--- src/rtl/lpm_pkg.sv ---
package lpm_pkg;
  localparam int PAGES          = 16;
  localparam int WORD_W         = 32;
  localparam int PG_W           = $clog2(PAGES);
  localparam int LOCK_W         = 16;
  localparam int LOCK_LSB       = WORD_W - LOCK_W;
  localparam int PROT_PAGES     = 2;
  localparam int LOCK_PAGE      = 2;
  localparam int OTP_PAGE       = 3;
  localparam int FIRST_LOCKABLE = 3;
  localparam logic [7:0] CASCADE_TAG = 8'h88;

  typedef logic [WORD_W-1:0] word_t;

  // Which block-lock bit freezes lock bit k (-1 means none).
  function automatic int freeze_src(input int k);
    if (k == 3) return 0;
    if (k >= 4 && k <= 9) return 1;
    if (k >= 10 && k < LOCK_W) return 2;
    return -1;
  endfunction

  function automatic word_t factory_word(input int pg, input logic [55:0] uid,
                                         input logic [7:0] intl);
    logic [7:0] chk0;
    logic [7:0] chk1;
    chk0 = CASCADE_TAG ^ uid[7:0] ^ uid[15:8] ^ uid[23:16];
    chk1 = uid[31:24] ^ uid[39:32] ^ uid[47:40] ^ uid[55:48];
    case (pg)
      0:       return {chk0, uid[23:0]};
      1:       return uid[55:24];
      2:       return {16'h0000, intl, chk1};
      4:       return '1;
      default: return '0;
    endcase
  endfunction
endpackage

--- src/rtl/lpm_lock_decode.sv ---
module lpm_lock_decode
  import lpm_pkg::*;
(
  input  logic [LOCK_W-1:0] lock_bits,
  output logic [PAGES-1:0]  page_locked,
  output logic [LOCK_W-1:0] settable
);
  for (genvar k = 0; k < LOCK_W; k++) begin : g_bit
    localparam int SRC = freeze_src(k);
    if (k >= FIRST_LOCKABLE) begin : g_lk
      assign page_locked[k] = lock_bits[k];
    end else begin : g_nolk
      assign page_locked[k] = 1'b0;
    end
    if (SRC < 0) begin : g_free
      assign settable[k] = 1'b1;
    end else begin : g_frz
      assign settable[k] = ~lock_bits[SRC];
    end
  end
endmodule

--- src/rtl/lpm_write_merge.sv ---
module lpm_write_merge
  import lpm_pkg::*;
(
  input  logic [PG_W-1:0]   page,
  input  logic              in_range,
  input  word_t             cur_word,
  input  word_t             wdata,
  input  logic [PAGES-1:0]  page_locked,
  input  logic [LOCK_W-1:0] settable,
  output logic              grant,
  output word_t             new_word
);
  always_comb begin
    grant    = 1'b0;
    new_word = cur_word;
    if (in_range) begin
      if (page < PG_W'(PROT_PAGES)) begin
        grant = 1'b0;
      end else if (page == PG_W'(LOCK_PAGE)) begin
        grant    = 1'b1;
        new_word = {cur_word[WORD_W-1:LOCK_LSB] | (wdata[WORD_W-1:LOCK_LSB] & settable),
                    cur_word[LOCK_LSB-1:0]};
      end else if (page_locked[page]) begin
        grant = 1'b0;
      end else if (page == PG_W'(OTP_PAGE)) begin
        grant    = 1'b1;
        new_word = cur_word | wdata;
      end else begin
        grant    = 1'b1;
        new_word = wdata;
      end
    end
  end
endmodule

--- src/rtl/lpm_read_mux.sv ---
module lpm_read_mux
  import lpm_pkg::*;
#(
  parameter int READ_PAGES = 4
) (
  input  logic [PAGES*WORD_W-1:0]      mem_flat,
  input  logic [PG_W-1:0]              base,
  output logic [READ_PAGES*WORD_W-1:0] rdata
);
  for (genvar i = 0; i < READ_PAGES; i++) begin : g_rd
    logic [PG_W-1:0] idx;
    assign idx = base + PG_W'(i);
    assign rdata[i*WORD_W +: WORD_W] = mem_flat[idx*WORD_W +: WORD_W];
  end
endmodule

--- src/rtl/lockpage_ctrl.sv ---
module lockpage_ctrl
  import lpm_pkg::*;
#(
  parameter logic [55:0] UID           = 56'hF6E5D4C3B2A104,
  parameter logic [7:0]  INTERNAL_BYTE = 8'h48,
  parameter int          ADDR_W        = 8,
  parameter int          READ_PAGES    = 4
) (
  input  logic                         clk,
  input  logic                         rst_n,
  input  logic                         req_valid,
  input  logic                         req_write,
  input  logic [ADDR_W-1:0]            req_addr,
  input  logic [WORD_W-1:0]            req_wdata,
  output logic                         resp_valid,
  output logic                         resp_grant,
  output logic [READ_PAGES*WORD_W-1:0] resp_rdata
);
  localparam int RDATA_W = READ_PAGES * WORD_W;

  word_t                   mem_q [PAGES];
  logic [PAGES*WORD_W-1:0] mem_flat;
  logic [LOCK_W-1:0]       lock_bits;
  logic [PAGES-1:0]        page_locked;
  logic [LOCK_W-1:0]       settable;
  logic                    in_range;
  logic [PG_W-1:0]         page;
  logic                    wr_grant;
  word_t                   wr_word;
  logic [RDATA_W-1:0]      rd_data;
  logic                    wr_en;
  logic                    resp_valid_d;
  logic                    resp_grant_d;
  logic [RDATA_W-1:0]      resp_rdata_d;

  for (genvar p = 0; p < PAGES; p++) begin : g_flat
    assign mem_flat[p*WORD_W +: WORD_W] = mem_q[p];
  end

  assign lock_bits = mem_q[LOCK_PAGE][WORD_W-1:LOCK_LSB];
  assign in_range  = req_addr < ADDR_W'(PAGES);
  assign page      = req_addr[PG_W-1:0];

  lpm_lock_decode u_dec (
    .lock_bits   (lock_bits),
    .page_locked (page_locked),
    .settable    (settable)
  );

  lpm_write_merge u_wr (
    .page        (page),
    .in_range    (in_range),
    .cur_word    (mem_q[page]),
    .wdata       (req_wdata),
    .page_locked (page_locked),
    .settable    (settable),
    .grant       (wr_grant),
    .new_word    (wr_word)
  );

  lpm_read_mux #(.READ_PAGES(READ_PAGES)) u_rd (
    .mem_flat (mem_flat),
    .base     (page),
    .rdata    (rd_data)
  );

  // Next-state logic
  assign wr_en = req_valid & req_write & wr_grant;

  always_comb begin
    resp_valid_d = req_valid;
    resp_grant_d = req_valid & (req_write ? wr_grant : in_range);
    resp_rdata_d = (req_valid & ~req_write & in_range) ? rd_data : '0;
  end

  // Page array with explicit write enable
  always_ff @(posedge clk or negedge rst_n) begin
    if (!rst_n) begin
      for (int p = 0; p < PAGES; p++) begin
        mem_q[p] <= factory_word(p, UID, INTERNAL_BYTE);
      end
    end else if (wr_en) begin
      mem_q[page] <= wr_word;
    end
  end

  // Response registers
  always_ff @(posedge clk or negedge rst_n) begin
    if (!rst_n) begin
      resp_valid <= 1'b0;
      resp_grant <= 1'b0;
      resp_rdata <= '0;
    end else begin
      resp_valid <= resp_valid_d;
      resp_grant <= resp_grant_d;
      resp_rdata <= resp_rdata_d;
    end
  end
endmodule

--- config.mk ---
export PLATFORM = sky130hd
export DESIGN_NAME = lockpage_ctrl
export DESIGN_NICKNAME = d
export VERILOG_FILES = /design/src/rtl/lpm_pkg.sv /design/src/rtl/lpm_lock_decode.sv /design/src/rtl/lpm_write_merge.sv /design/src/rtl/lpm_read_mux.sv /design/src/rtl/lockpage_ctrl.sv
export SDC_FILE = /design/constraint.sdc
export NUM_CORES = 2
export LEC_CHECK = 0
export CORE_ASPECT_RATIO = 1.75
export CORE_MARGIN = 3
export CORE_UTILIZATION = 40
export DETAILED_ROUTE_END_ITERATION = 8
export SLEW_MARGIN = 25
export SYNTH_ARGS = -nofsm -noshare
export SYNTH_HDL_FRONTEND = slang
export SYNTH_HIERARCHICAL = 1
export SYNTH_SLANG_ARGS = --single-unit
--- constraint.sdc ---
create_clock -name clk -period 3.17 [get_ports clk]
set_input_delay 0.317 -clock clk [delete_from_list [all_inputs] [get_ports clk]]
set_output_delay 0.317 -clock clk [all_outputs]
set_load 0.01 [all_outputs]
-- Word level (Yosys, flattened, before mapping)
Cells that the tools add are included.
- div/mod/pow operators: 0
- add/sub/neg operators: 3
- shift-type cells: 4
- $mul: 0
- equality and inequality tests: 2
- order comparisons: 5
- reductions and logical operators: 1
- muxes and demuxes: 19
- bitwise operators: 13
- operator list (operator ; count):
    indexed part select 512 x 10 -> 32 bit ; 4
    bitwise mux 512 bit ; 1
    two-way mux 32 bit ; 8
    binary-select mux 32 bit (select 4 bit) ; 1
    demux 32 bit (select 4 bit) ; 1
    two-way mux 128 bit ; 1
    OR 32 bit ; 1
    AND 16 bit ; 1
    OR 16 bit ; 1
    adder 4 x 2 -> 4 bit, second input constant ; 2
    == test 4 x 2 -> 1 bit, second input constant ; 2
    less-than comparator 8 x 5 -> 1 bit, second input constant ; 1
    two-way mux 1 bit ; 6
    AND 1 bit ; 5
    >= comparator 5 bit, second input constant ; 1
    less-than comparator 4 x 5 -> 1 bit, second input constant ; 1
    less-than comparator 5 x 1 -> 1 bit, second input constant ; 1
    NOT 4 -> 5 bit ; 1
    adder 4 x 1 -> 4 bit, second input constant ; 1
    binary-select mux 1 bit (select 4 bit) ; 1
    less-than comparator 4 x 2 -> 1 bit, second input constant ; 1
    NOT 1 bit ; 4
    logical AND 1 bit ; 1
- bits in latches: 0
- bits in read-only memories: 0
- input bits: 44
- register bits after elaboration: 642
- memory bits (writable): 0
- word-level logic and storage cells: 66
- memories kept: 0
- output and inout port bits: 130

-- Logic depth before layout (Yosys ltp)
- word-level depth: 11
- gate-level depth with buffers: 14
- depth with buffers taken out: 7

-- Hierarchy
The synthesis kept the hierarchy.
- by module, submodules not included (module ; seq. area each (sq um) ; area an instance (sq um) ; instances ; cells each):
    lockpage_ctrl ; 16150.5 ; 27795.4 ; 1 ; 1680
    lpm_read_mux ; 0.0 ; 15811.4 ; 1 ; 1136
    lpm_write_merge ; 0.0 ; 683.2 ; 1 ; 79
    lpm_lock_decode ; 0.0 ; 236.5 ; 1 ; 34

-- Worst setup path after synthesis
No wires, ideal clock.
- kind: flip-flop to flip-flop
- start: register mem_q, in the netlist lock_bits[15]
- end: register mem_q, in the netlist lock_bits[0]
- library setup time: 0.125 ns
- required time: 3.045 ns
- arrival: 3.229 ns
- path buffers: 2
- clock period less this slack: 3.354 ns
- setup slack: -0.184 ns
- stages on the path, launching flop included: 9
- path through: dfrtp_1 buf_4 mux2_1 mux4_2 a311oi_1 nand4_4 nor4_4 buf_6 mux2_4
- longest elaborated chain between the ends: 7
- elaborated cells on any way between the ends: 12
- classes of those cells: 11 x mux; 1 x bitwise
- RTL lines (element ; line ; RTL):
    from (decl) ; lockpage_ctrl.sv:21 ; word_t mem_q [PAGES];
    from (signal, indexed assignment) ; lockpage_ctrl.sv:80 ; mem_q[p] <= factory_word(p, UID, INTERNAL_BYTE);
    from (signal, indexed assignment) ; lockpage_ctrl.sv:83 ; mem_q[page] <= wr_word;
    binary-select mux 1 bit (select 4 bit) ; lpm_write_merge.sv:23 ; end else if (page_locked[page]) begin
    two-way mux 1 bit (not written as such) ; lpm_write_merge.sv:23 ;
    two-way mux 1 bit ; lpm_write_merge.sv:23 ;
    two-way mux 1 bit ; lpm_write_merge.sv:19 ; end else if (page == PG_W'(LOCK_PAGE)) begin
    two-way mux 1 bit ; lpm_write_merge.sv:17 ; if (page < PG_W'(PROT_PAGES)) begin
    two-way mux 1 bit ; lpm_write_merge.sv:16 ; if (in_range) begin
    via wr_grant ; lockpage_ctrl.sv:28 ; logic wr_grant;
    AND 1 bit ; lockpage_ctrl.sv:68 ; assign wr_en = req_valid & req_write & wr_grant;
The timed path passes the listed nets, and every way through them passes these cells. The select of a mux whose other input is x is not followed.
A chain may end at the register's enable or synchronous reset.

-- Worst setup path after layout
- start: register mem_q, in the netlist lock_bits[7]
- end: register mem_q, in the netlist mem_flat[9]
Same word-level chain as after synthesis.

==> key figures <==
Clock network
  • CTS tree: yes
  • Clock-pin slew on the worst setup and hold paths: 0.07 ns
  • CTS sink count: 642
  • Max clock buf depth: 3
  • Clk_lat worst skew: 0.65 ns
  • Root Buffer: clkbuf_16
  • H-tree depth: 3
  • CTS buffer count: 67

Floorplanning
  • Core footprint: 0.110 mm²
  • # IOs: 174
  • Num rows: 161
  • Die area: 0.116 mm²
  • Die W: 258 µm
  • Starting density of the core: 0.404
  • Die Ht: 447 µm

Synth
  • Number of flops mapped to enable cells by yosys: 0
  • List of most frequent post-synthesis cells: 617 x mux4_2, 574 x dfrtp_1, 482 x mux2_2
  • YS warnings: 6
  • Top_reg_cell synth: dfrtp_1
  • Mean Syn Cell Area: 15.2 µm²
  • Cell count after synthesis: 2929
  • Synth Register Bits: 642
  • Synth async-reset ratio: 1.00
  • Synthesized cell area: 0.0445 mm²
  • Post-synthesis sequential area ratio: 0.363
  • Synth top area cells: dfrtp_1 32%, mux4_2 31%, mux2_2 12%, dfstp_2 4.0%, mux2i_1 3.1%
  • Yosys top cell area share: 0.323
  • Top-count cell post-synth: mux4_2
  • Yosys cell types: 56
  • Area leader, netlist: dfrtp_1

Global routing
  • Total track usage: 0.255
  • Largest net degree at the start of global routing: 98
  • Global-route wire length before repair: 219000 µm
  • Vias in the first global route: 32.3k
  • Overflow left after global routing: 0
  • Initial antenna violation count: 3

Drt
  • Final routed DRC violation total: 0
  • DR vias: 30.8k
  • Drt first-iter violations: 2576
  • Vias per inst: 6.66
  • DRT Wirelength: 147000 µm
  • WL/cell: 31.9 µm
  • ANT nets after route: 0
  • TritonRoute pass-1 iters: 7

Worst setup path
  • Crit-path most repeated cell: mux2_2
  • Worst-path cell chain: mux2_2 > mux4_2 > a311oi_2 > buf_4 > nand4b_4 > nor4_4 > buf_12 > mux2_2
  • CP required: 3.71 ns
  • Crit Path Category: flip-flop to flip-flop
  • Crit. End Element: flip-flop
  • Slowest cell on the critical path: mux4_2
  • Crit path launch type: flip-flop
  • Critical path arrival: 3.66 ns
  • Highest net fanout along the worst path: 18
  • Crit-path max cell delay: 0.51 ns

STA
  • Peak Freq: 320 MHz
  • Final Hold Viols: 0
  • Clock Skews: 0.0214 ns
  • Period utilization: 0.985
  • RSZ-0062 raised after global routing: no
  • Setup violators final: 0
  • Setup TNS: 0 ns
  • Count of final max-slew check failures: 0
  • Period minus WS final: 3.12 ns
  • Worst Tran Pin Value: 1.01 ns
  • Relative slew slack: 0.326

Layout
  • Layout Cells excl Fill: 4623
  • Register Area: 0.0162 mm²
  • Multi-input gate area: 0.0264 mm²
  • Layout cells sized above 1: 0.523
  • Filler cells: 9460
  • Synthesis-to-layout area growth: 16.3%
  • Nets: 3149

Placement
  • RD Place Congestion: 0.864
  • IO buf count: 173
  • Post-DP HPWL: 95000 µm
  • # placed instances: 4493

Power and ir drop
  • Pwr Total: 19.0 mW
  • Worst vdd ir: 0.000398 V
  • Power density over cell area: 367 mW/mm²
  • Leakage: 22.0 nW

Flow run
  • Max-cap violations: 0

Outcome
  • Status: complete, no violations

Min path
  • Hold Crit Class: input port to asynchronous set/reset pin
==> path summary, 6_finish.rpt <==
| kind | from | endpoint | slack [ns] | cells past startpoint |
|---|---|---|---|---|
| worst max register to register | lock_bits[7]$_DFFE_PN0P_ | mem_flat[9]$_DFFE_PN0P_ | 0.05 | 8 |
| worst max-delay path | lock_bits[7]$_DFFE_PN0P_ | mem_flat[9]$_DFFE_PN0P_ | 0.05 | 8 |
| min in group clk | req_addr[0] | mem_flat[364]$_DFFE_PN0P_ | 0.29 | 4 |
| max in group asynchronous | rst_n | mem_flat[348]$_DFFE_PN0P_ | 1.84 | 3 |
| worst min register to register | mem_flat[339]$_DFFE_PN0P_ | mem_flat[339]$_DFFE_PN0P_ | 0.59 | 1 |
| worst min-delay path | rst_n | resp_rdata[13]$_DFF_PN0_ | 0.27 | 2 |
==> power breakdown <==
group / total [mW] / internal [mW] / switching (mW)
clock network: 8.38 / 4.89 / 3.49
registers: 8.23 / 8.21 / 0.0183
logic: 2.42 / 0.926 / 1.49
total: 19.0 / 14.0 / 5.00
==> kinds of logic after synthesis <==
logic type / synth area share
fa+ha+maj: 0.00112
simple gates: 0.0443
flops: 0.363
buf+inv: 0.0486
mux: 0.501
compound gates: 0.0407
other cells: 0.000169
xor+xnor: 0.00152
==> state kept, by name, summed over array words and instances (netlist names) <==
name,cells
resp_grant,1
resp_valid,1
lock_bits,16
mem_flat,496
resp_rdata,128
==> area by class of cell <==
cell class | count | share of cell area
Multi-Input combinational cell | 1940 | 0.509
Sequential cell | 642 | 0.312
Timing Repair Buffer | 442 | 0.0984
Clock buffer | 98 | 0.0394
Tap cell | 1467 | 0.0354
Clock inverter | 25 | 0.00514
Inverter | 8 | 0.000725
Antenna cell | 1 | 0.0000483
==> stage by stage <==
stage / worst slack [ns] / hold WS [ns] / cell area (µm²) / utilization
after floorplan: 0.114 / 0.0214 / 44500 / -
after global placement: -0.314 / 0.333 / 49400 / 0.448
after detailed placement: -0.265 / 0.337 / 49400 / 0.448
after CTS: 0.0824 / 0.226 / 51700 / 0.470
after global routing: 0.00342 / 0.263 / 51800 / 0.470
final: 0.0477 / 0.266 / 51800 / 0.470
==> per-layer routing <==
metal,part of all wire,global-route usage,wire length [µm],vias to the layer above
li1,-,-,-,12200
met1,0.37,0.319,54300,16500
met2,0.50,0.429,73400,1712
met3,0.079,0.0438,11700,401
met4,0.054,0.126,7950,0
met5,0,0,0,-
==> what timing repair did <==
action                                 in CTS  in global routing
setup buffers                               2                  2
gates resized for setup                     2                  2
gates cloned                                0                  1
endpoints found under the hold margin      43                  0
pin swaps                                   1                  1
setup endpoints to repair                  15                 43
hold buffers                                1                  0
==> cell usage in the layout, fill, tap and decap left out, drive strengths merged, types with 4 or more instances in the layout <==
cell           count
a31oi             26
nor2b             35
nand3             10
ha                 4
mux2i            140
and2             137
nand2             92
inv                8
clkinv            15
clkinvlp           5
xnor2              4
clkbuf            99
a221o             15
a21oi             16
a22oi             64
mux2             602
conb               6
mux4             617
a211oi            61
dfstp             68
buf              272
clkdlybuf4s50    168
o21ai              5
o22ai             41
and3              15
nor3               8
dfrtp            574
a22o              16
or3                5
bufinv             5
==> critical path, delay by kind of cell, from the launching register on <==
| kind | cells | cell delay [ns] |
|---|---|---|
| AOI/OAI and AO/OA | 1 | 0.29 |
| buffers and inverters | 2 | 0.48 |
| DFF | 1 | 0.44 |
| muxes | 3 | 1.24 |
| and+or+nand+nor | 2 | 0.55 |
No activity file was read; power rests on OpenSTA's default activity.
